[config.mk]
export PLATFORM = sky130hd
export DESIGN_NAME = tc_wavegen
export DESIGN_NICKNAME = d
export VERILOG_FILES = /design/src/rtl/tcw_pkg.sv /design/src/rtl/tcw_counter.sv /design/src/rtl/tcw_cmp_buf.sv /design/src/rtl/tcw_channel.sv /design/src/rtl/tc_wavegen.sv
export SDC_FILE = /design/constraint.sdc
export NUM_CORES = 1
export LEC_CHECK = 0
export ABC_CLOCK_PERIOD_IN_PS = 4100
export BUFFER_PORTS_ARGS = -buffer_cell sky130_fd_sc_hd__buf_4
export CAP_MARGIN = 40
export CORE_UTILIZATION = 25
export DETAILED_ROUTE_END_ITERATION = 10
export PLACE_DENSITY_LB_ADDON = 0.12
export SLEW_MARGIN = 30
export SYNTH_ARGS = -nofsm -noshare
export SYNTH_HDL_FRONTEND = slang
export SYNTH_SLANG_ARGS = --single-unit
[constraint.sdc]
create_clock -name clk -period 4.1 [get_ports clk]
set_clock_uncertainty 0.1 [all_clocks]
set_input_delay 0.41 -clock clk [delete_from_list [all_inputs] [get_ports clk]]
set_output_delay 0.41 -clock clk [all_outputs]
set_load 0.1 [all_outputs]
[src/rtl/tcw_pkg.sv]
package tcw_pkg;

  typedef enum logic [1:0] {
    K_NORM = 2'd0,
    K_CTC  = 2'd1,
    K_FAST = 2'd2,
    K_PC   = 2'd3
  } kind_e;

  // Mode word to counting class; unlisted words count like free-running.
  function automatic kind_e wgm_kind(input logic [2:0] w);
    case (w)
      3'b001, 3'b101: return K_PC;
      3'b010:         return K_CTC;
      3'b011, 3'b111: return K_FAST;
      default:        return K_NORM;
    endcase
  endfunction

  // True when channel A's compare value sets the end of the count cycle.
  function automatic logic top_from_a(input logic [2:0] w);
    return (w == 3'b010) || (w == 3'b101) || (w == 3'b111);
  endfunction

  function automatic logic is_pwm(input kind_e k);
    return (k == K_FAST) || (k == K_PC);
  endfunction

  // Whether the channel takes the pin over from the port.
  function automatic logic pin_driven(input kind_e k, input logic [1:0] act,
                                      input logic tgl_ok);
    if (act == 2'b00) return 1'b0;
    if (is_pwm(k) && act == 2'b01 && !tgl_ok) return 1'b0;
    return 1'b1;
  endfunction

  // Next waveform level for one enabled clock.
  function automatic logic wave_next(input kind_e k, input logic [1:0] act,
                                     input logic tgl_ok, input logic hit,
                                     input logic at_top, input logic up,
                                     input logic cur);
    logic n;
    n = cur;
    case (k)
      K_FAST: begin
        case (act)
          2'b01: if (tgl_ok && hit) n = !cur;
          2'b10: if (at_top) n = 1'b1; else if (hit) n = 1'b0;
          2'b11: if (at_top) n = 1'b0; else if (hit) n = 1'b1;
          default: n = cur;
        endcase
      end
      K_PC: begin
        case (act)
          2'b01: if (tgl_ok && hit) n = !cur;
          2'b10: if (hit) n = !up;
          2'b11: if (hit) n = up;
          default: n = cur;
        endcase
      end
      default: begin
        if (hit) begin
          case (act)
            2'b01:   n = !cur;
            2'b10:   n = 1'b0;
            2'b11:   n = 1'b1;
            default: n = cur;
          endcase
        end
      end
    endcase
    return n;
  endfunction

endpackage

[src/rtl/tcw_counter.sv]
module tcw_counter #(
  parameter int W = 8
) (
  input  logic         clk,
  input  logic         rst,
  input  logic         en,
  input  logic         is_pc,
  input  logic [W-1:0] top,
  output logic [W-1:0] cnt,
  output logic         lv_up,
  output logic         at_top,
  output logic         at_bot
);

  logic         dir_q;
  logic [W-1:0] cnt_nxt;

  assign at_top = (cnt == top);
  assign at_bot = (cnt == '0);

  // Direction in which the counter leaves its present value.
  always_comb begin
    if (!is_pc)          lv_up = 1'b1;
    else if (at_bot)     lv_up = 1'b1;
    else if (cnt >= top) lv_up = 1'b0;
    else                 lv_up = dir_q;
  end

  always_comb begin
    if (is_pc)       cnt_nxt = lv_up ? cnt + 1'b1 : cnt - 1'b1;
    else if (at_top) cnt_nxt = '0;
    else             cnt_nxt = cnt + 1'b1;
  end

  always_ff @(posedge clk) begin
    if (rst) begin
      cnt   <= '0;
      dir_q <= 1'b1;
    end else if (en) begin
      cnt   <= cnt_nxt;
      dir_q <= lv_up;
    end
  end

  assert_pc_step_R10: assert property (@(posedge clk) disable iff (rst)
    (en && is_pc) |=> (cnt == W'($past(cnt) + 1'b1)) || (cnt == W'($past(cnt) - 1'b1)));

  assert_wrap_R10: assert property (@(posedge clk) disable iff (rst)
    (en && !is_pc && at_top) |=> (cnt == '0));

  assert_hold_R12: assert property (@(posedge clk) disable iff (rst)
    (!en) |=> $stable(cnt));

endmodule

[src/rtl/tcw_cmp_buf.sv]
module tcw_cmp_buf #(
  parameter int W = 8
) (
  input  logic         clk,
  input  logic         rst,
  input  logic         load,
  input  logic [W-1:0] din,
  output logic [W-1:0] q
);

  always_ff @(posedge clk) begin
    if (rst)       q <= '0;
    else if (load) q <= din;
  end

  assert_buf_hold_R11: assert property (@(posedge clk) disable iff (rst)
    (!load) |=> $stable(q));

  assert_buf_load_R11: assert property (@(posedge clk) disable iff (rst)
    load |=> (q == $past(din)));

endmodule

[src/rtl/tcw_channel.sv]
module tcw_channel
  import tcw_pkg::*;
#(
  parameter bit IS_A = 1'b1
) (
  input  logic       clk,
  input  logic       rst,
  input  logic       en,
  input  kind_e      kind,
  input  logic       wgm2,
  input  logic [1:0] act,
  input  logic       hit,
  input  logic       at_top,
  input  logic       lv_up,
  input  logic       a_eq_top,
  output logic       wave,
  output logic       drv
);

  logic tgl_ok;
  logic top_cmp_special;
  logic eff_hit;
  logic eff_up;

  assign tgl_ok = IS_A && wgm2;
  assign drv    = pin_driven(kind, act, tgl_ok);

  // Channel A in phase-correct with compare at TOP: act at TOP as if counting down.
  assign top_cmp_special = IS_A && (kind == K_PC) && act[1] && a_eq_top;
  assign eff_hit = top_cmp_special ? at_top : hit;
  assign eff_up  = top_cmp_special ? 1'b0 : lv_up;

  always_ff @(posedge clk) begin
    if (rst)     wave <= 1'b0;
    else if (en) wave <= wave_next(kind, act, tgl_ok, eff_hit, at_top, eff_up, wave);
  end

  assert_nonpwm_clear_R3: assert property (@(posedge clk) disable iff (rst)
    (en && (kind == K_NORM || kind == K_CTC) && act == 2'b10 && hit) |=> !wave);

  assert_fast_bottom_R4: assert property (@(posedge clk) disable iff (rst)
    (en && kind == K_FAST && act == 2'b10 && at_top) |=> wave);

  assert_idle_hold_R5: assert property (@(posedge clk) disable iff (rst)
    (!drv) |=> $stable(wave));

  assert_pc_top_R8: assert property (@(posedge clk) disable iff (rst)
    (en && top_cmp_special && at_top && act == 2'b11) |=> !wave);

endmodule

[src/rtl/tc_wavegen.sv]
module tc_wavegen
  import tcw_pkg::*;
#(
  parameter int W = 8
) (
  input  logic         clk,
  input  logic         rst,
  input  logic         cnt_en,
  input  logic [2:0]   wgm,
  input  logic [1:0]   com_a,
  input  logic [1:0]   com_b,
  input  logic [W-1:0] cmp_a,
  input  logic [W-1:0] cmp_b,
  input  logic         dir_a,
  input  logic         dir_b,
  input  logic         port_a,
  input  logic         port_b,
  output logic [W-1:0] count,
  output logic         pin_a,
  output logic         pin_b,
  output logic         ovr_a,
  output logic         ovr_b,
  output logic         match_a,
  output logic         match_b,
  output logic         ovf
);

  localparam int NCH = 2;

  kind_e        kind;
  logic         pwm;
  logic         a_is_top;
  logic         load;
  logic [W-1:0] top;
  logic [W-1:0] cnt;
  logic         lv_up;
  logic         at_top;
  logic         at_bot;
  logic         a_eq_top;

  logic [W-1:0]   cmp_in [NCH];
  logic [W-1:0]   held   [NCH];
  logic [W-1:0]   eff    [NCH];
  logic [1:0]     act_in [NCH];
  logic [NCH-1:0] hit;
  logic [NCH-1:0] dir_in;
  logic [NCH-1:0] port_in;
  logic [NCH-1:0] wave;
  logic [NCH-1:0] drv;
  logic [NCH-1:0] pin;

  assign kind     = wgm_kind(wgm);
  assign pwm      = is_pwm(kind);
  assign a_is_top = top_from_a(wgm);

  assign cmp_in[0] = cmp_a;
  assign cmp_in[1] = cmp_b;
  assign act_in[0] = com_a;
  assign act_in[1] = com_b;
  assign dir_in    = {dir_b, dir_a};
  assign port_in   = {port_b, port_a};

  // Shadow stage: transparent outside PWM, loads on the edge leaving TOP inside.
  assign load = !pwm || (cnt_en && at_top);

  generate
    for (genvar c = 0; c < NCH; c++) begin : g_ch
      tcw_cmp_buf #(.W(W)) u_buf (
        .clk  (clk),
        .rst  (rst),
        .load (load),
        .din  (cmp_in[c]),
        .q    (held[c])
      );

      assign eff[c] = pwm ? held[c] : cmp_in[c];
      assign hit[c] = cnt_en && (cnt == eff[c]);

      tcw_channel #(.IS_A(c == 0)) u_chan (
        .clk      (clk),
        .rst      (rst),
        .en       (cnt_en),
        .kind     (kind),
        .wgm2     (wgm[2]),
        .act      (act_in[c]),
        .hit      (hit[c]),
        .at_top   (at_top),
        .lv_up    (lv_up),
        .a_eq_top (a_eq_top),
        .wave     (wave[c]),
        .drv      (drv[c])
      );

      assign pin[c] = (drv[c] && dir_in[c]) ? wave[c] : port_in[c];
    end
  endgenerate

  assign top      = a_is_top ? eff[0] : {W{1'b1}};
  assign a_eq_top = (eff[0] == top);

  tcw_counter #(.W(W)) u_cnt (
    .clk    (clk),
    .rst    (rst),
    .en     (cnt_en),
    .is_pc  (kind == K_PC),
    .top    (top),
    .cnt    (cnt),
    .lv_up  (lv_up),
    .at_top (at_top),
    .at_bot (at_bot)
  );

  assign count   = cnt;
  assign pin_a   = pin[0];
  assign pin_b   = pin[1];
  assign ovr_a   = drv[0];
  assign ovr_b   = drv[1];
  assign match_a = hit[0];
  assign match_b = hit[1];
  assign ovf     = cnt_en && ((kind == K_PC) ? at_bot : at_top);

endmodule

==> key figures <==
Layout
  – # diodes: 0
  – Share of layout cells above drive strength 1: 18.2%
  – Layout net count: 360
  – P&R area growth vs syn: 20.7%

Floorplan
  – IO Pins: 45
  – Site row count: 33
  – Die area: 8970 sq um
  – Core Region: 8260 sq um
  – Die H: 94.7 um
  – Initial core utilization: 26.0%
  – Die width: 94.7 um

Worst setup path
  – Crit-path max FO: 13
  – CP Data Required Time: 3590 ps
  – Setup CP Type: input pin to primary output
  – Critical Path AT: 2830 ps
  – Startpoint Class: input pin
  – Critical Path Sink Type: primary output

Power
  – Clock power share: 23.5%
  – Sequential power share: 44.4%
  – Power Dens Cells: 252 nW/um^2
  – P_int: 0.425 mW
  – Worst VDD drop: 101 uV
  – Comb pwr share: 32.1%
  – Sw Pwr: 0.230 mW
  – Switch share: 35.1%
  – Pleak: 1.11 nW

Logic synthesis
  – Number of enable flip-flop cells after synthesis: 0
  – Syn avg cell area: 7.46 sq um
  – Area leader, netlist: dfxtp_1
  – Count leader, synth: nand2_1
  – Yosys warnings: 0
  – XOR/XNOR Fraction of Synth Area: 6.93%
  – Post-Synth Simple-Gate Area: 25.1%
  – Post-synthesis async set-or-reset flop share: 0%
  – Post-Syn Area: 2150 sq um
  – Synth Net Count: 328
  – Post-synthesis compound-gate area fraction: 20.2%
  – Yosys top cell area share: 25.1%
  – Commonest cells post-synth: nand2_1, a21oi_1, dfxtp_1, mux2i_1
  – Top FF cell, synth: dfxtp_1
  – Synth area leaders: dfxtp_1, nand2_1, mux2i_1
  – Distinct cells, synth: 45
  – Seq/Total Area, Yosys: 25.1%
  – Combinational family with the most area after synthesis: simple AND/OR/NAND/NOR gates
  – Post-Syn Instances: 288
  – Multiplexer area fraction after synthesis: 10.9%
  – Seq cells post-synth: 27
  – Adder-cell share of the synthesized area: 5.82%

Global routing
  – Vias in the first global route: 1941
  – Initial antenna violation count: 0
  – Global route overflow: 0
  – Pin count of the biggest net entering global routing: 28
  – First-pass GRT wire length: 9840 um
  – GRT Total Usage: 14.2%

Place
  – DP HPWL: 4540 um
  – Post-placement setup slack: 775 ps
  – Port Buffers: 44
  – GP Congestion: 0.777

Clock network
  – CTS buffer count: 3
  – Clk buf depth: 2
  – Clock root buffer: clkbuf_8
  – Sink Count: 27
  – Cts hold-fix bufs: 0
  – Worst-skew pair later-pin latency: 270 ps
  – CTS tree: done
  – Resized cells post-CTS: 0
  – Setup bufs post-CTS: 0
  – Clock slew at reported path FFs: 100 ps
  – H-tree Lvls: 1

Min path
  – Kind of path behind the tightest hold check: input pin to flip-flop

Detailed routing
  – Drt first pass iters: 4
  – DRC: 0
  – Via density: 4.95
  – Post-DRT Antenna Nets: 0
  – Vias post-DR: 2097
  – Routed WL: 6110 um
  – Drt wl/cell: 14.4 um
  – DR iter-0 viols: 87

Timing
  – Measured slew at the worst slew-check pin: 606 ps
  – Fmax: 299 MHz
  – Clock period minus worst slack: 3340 ps
  – Final setup fails: 0
  – Pins Over Slew Limit: 0
  – Final WS setup: 756 ps
  – Hold Fails Final Rpt: 0
  – Slew HR: 59.5%
  – Tcrit/Tclk final: 81.6%
  – RSZ-0062 raised after global routing: no
  – Setup TNS: 0 ps

Run
  – Number of max-cap violations: 0

Run status
  – Status: completed
-- registers in the layout, summed over array words and instances (netlist names) --
signal and flops:
u_cnt.dir_q 1, g_ch.u_buf.q 16, g_ch.u_chan.wave 2, u_cnt.cnt 8
-- layout make-up --
class | count | area [sq um]
Fill cell | 910 | 5660
Tap cell | 105 | 131
Inverter | 7 | 26.3
Timing Repair Buffer | 47 | 353
Sequential cell | 27 | 541
Clock buffer | 4 | 45.0
Multi-Input combinational cell | 234 | 1500
-- per-layer routing --
| layer | global-route usage (%) | part of all wire, % |
|---|---|---|
| met1 | 19.4 | 49 |
| met2 | 23.8 | 47 |
| met3 | 1.45 | 3.9 |
| met4 | 3.41 | 0.66 |
| met5 | 0 | 0 |
-- power by group through the flow --
stage	clock network [mW]	registers [mW]	logic [mW]
floorplan	0	0.309	0.137
global placement	0	0.297	0.211
detailed placement	0	0.297	0.212
CTS	0.169	0.291	0.213
global route	0.179	0.293	0.230
finish	0.154	0.291	0.210
-- worst max-delay path, cell delays in order --
cell     delay [ps]
buf_4           200
nor2_1           70
nand2_1         210
o22ai_1         140
ha_1            330
and4_1          240
and3_1          340
nand2_1         370
a21oi_4         220
buf_4           310
-- layout by cell type (no fill, tap or decap), types with 2 or more instances in the layout --
cell type	Yosys	routed
clkbuf_8	0	3
a21o_1	5	5
nor4_1	3	2
and3_1	2	2
o21ai_0	3	3
dfxtp_1	27	27
ha_1	10	10
nor3_1	6	6
a21oi_1	33	32
nand3_1	10	10
xor2_1	6	6
and4_1	2	2
nand4_1	4	4
mux2_2	2	2
nand2b_1	5	5
mux2i_1	20	20
a31oi_1	5	5
nor3b_1	2	2
o22ai_1	8	8
nand2_1	56	56
o21bai_1	2	2
inv_1	7	7
or3_1	5	5
buf_4	1	47
nor2_1	11	11
xnor2_1	11	11
nor2b_1	3	3
o21ai_1	6	6
-- through the flow --
stage | util (%) | power, mW | hold WS, ps | cells | area, sq um
floorplan | - | 0.446 | 332 | 288 | 2170
global placement | 30.9 | 0.509 | 339 | 420 | 2550
detailed placement | 30.9 | 0.509 | 343 | 420 | 2550
CTS | 31.4 | 0.673 | 272 | 424 | 2590
global route | 31.4 | 0.703 | 279 | 424 | 2590
finish | 31.4 | 0.655 | 288 | 424 | 2590
-- cell families (layout without fill, tap and decap cells) --
logic type,after synthesis,after routing
AND/OR/NAND/NOR,113,113
buffers and inverters,27,58
multiplexers,23,23
adder cells (fa/ha/maj),10,10
XOR/XNOR,17,17
flip-flops,27,27
AO/OA/AOI/OAI,71,71
-- worst paths after layout --
| kind | startpoint | endpoint | slack [ps] | cells past startpoint |
|---|---|---|---|---|
| worst min register to register | g_ch[1].u_buf.q[2] | g_ch[1].u_buf.q[2] | 360 | 2 |
| worst min-delay path | cmp_b[6] | g_ch[1].u_buf.q[6] | 290 | 3 |
| worst max-delay path | wgm[0] | ovf | 760 | 10 |
| worst max register to register | u_cnt.cnt[4] | u_cnt.cnt[4] | 1300 | 8 |
No activity file was read; power rests on OpenSTA's default activity.
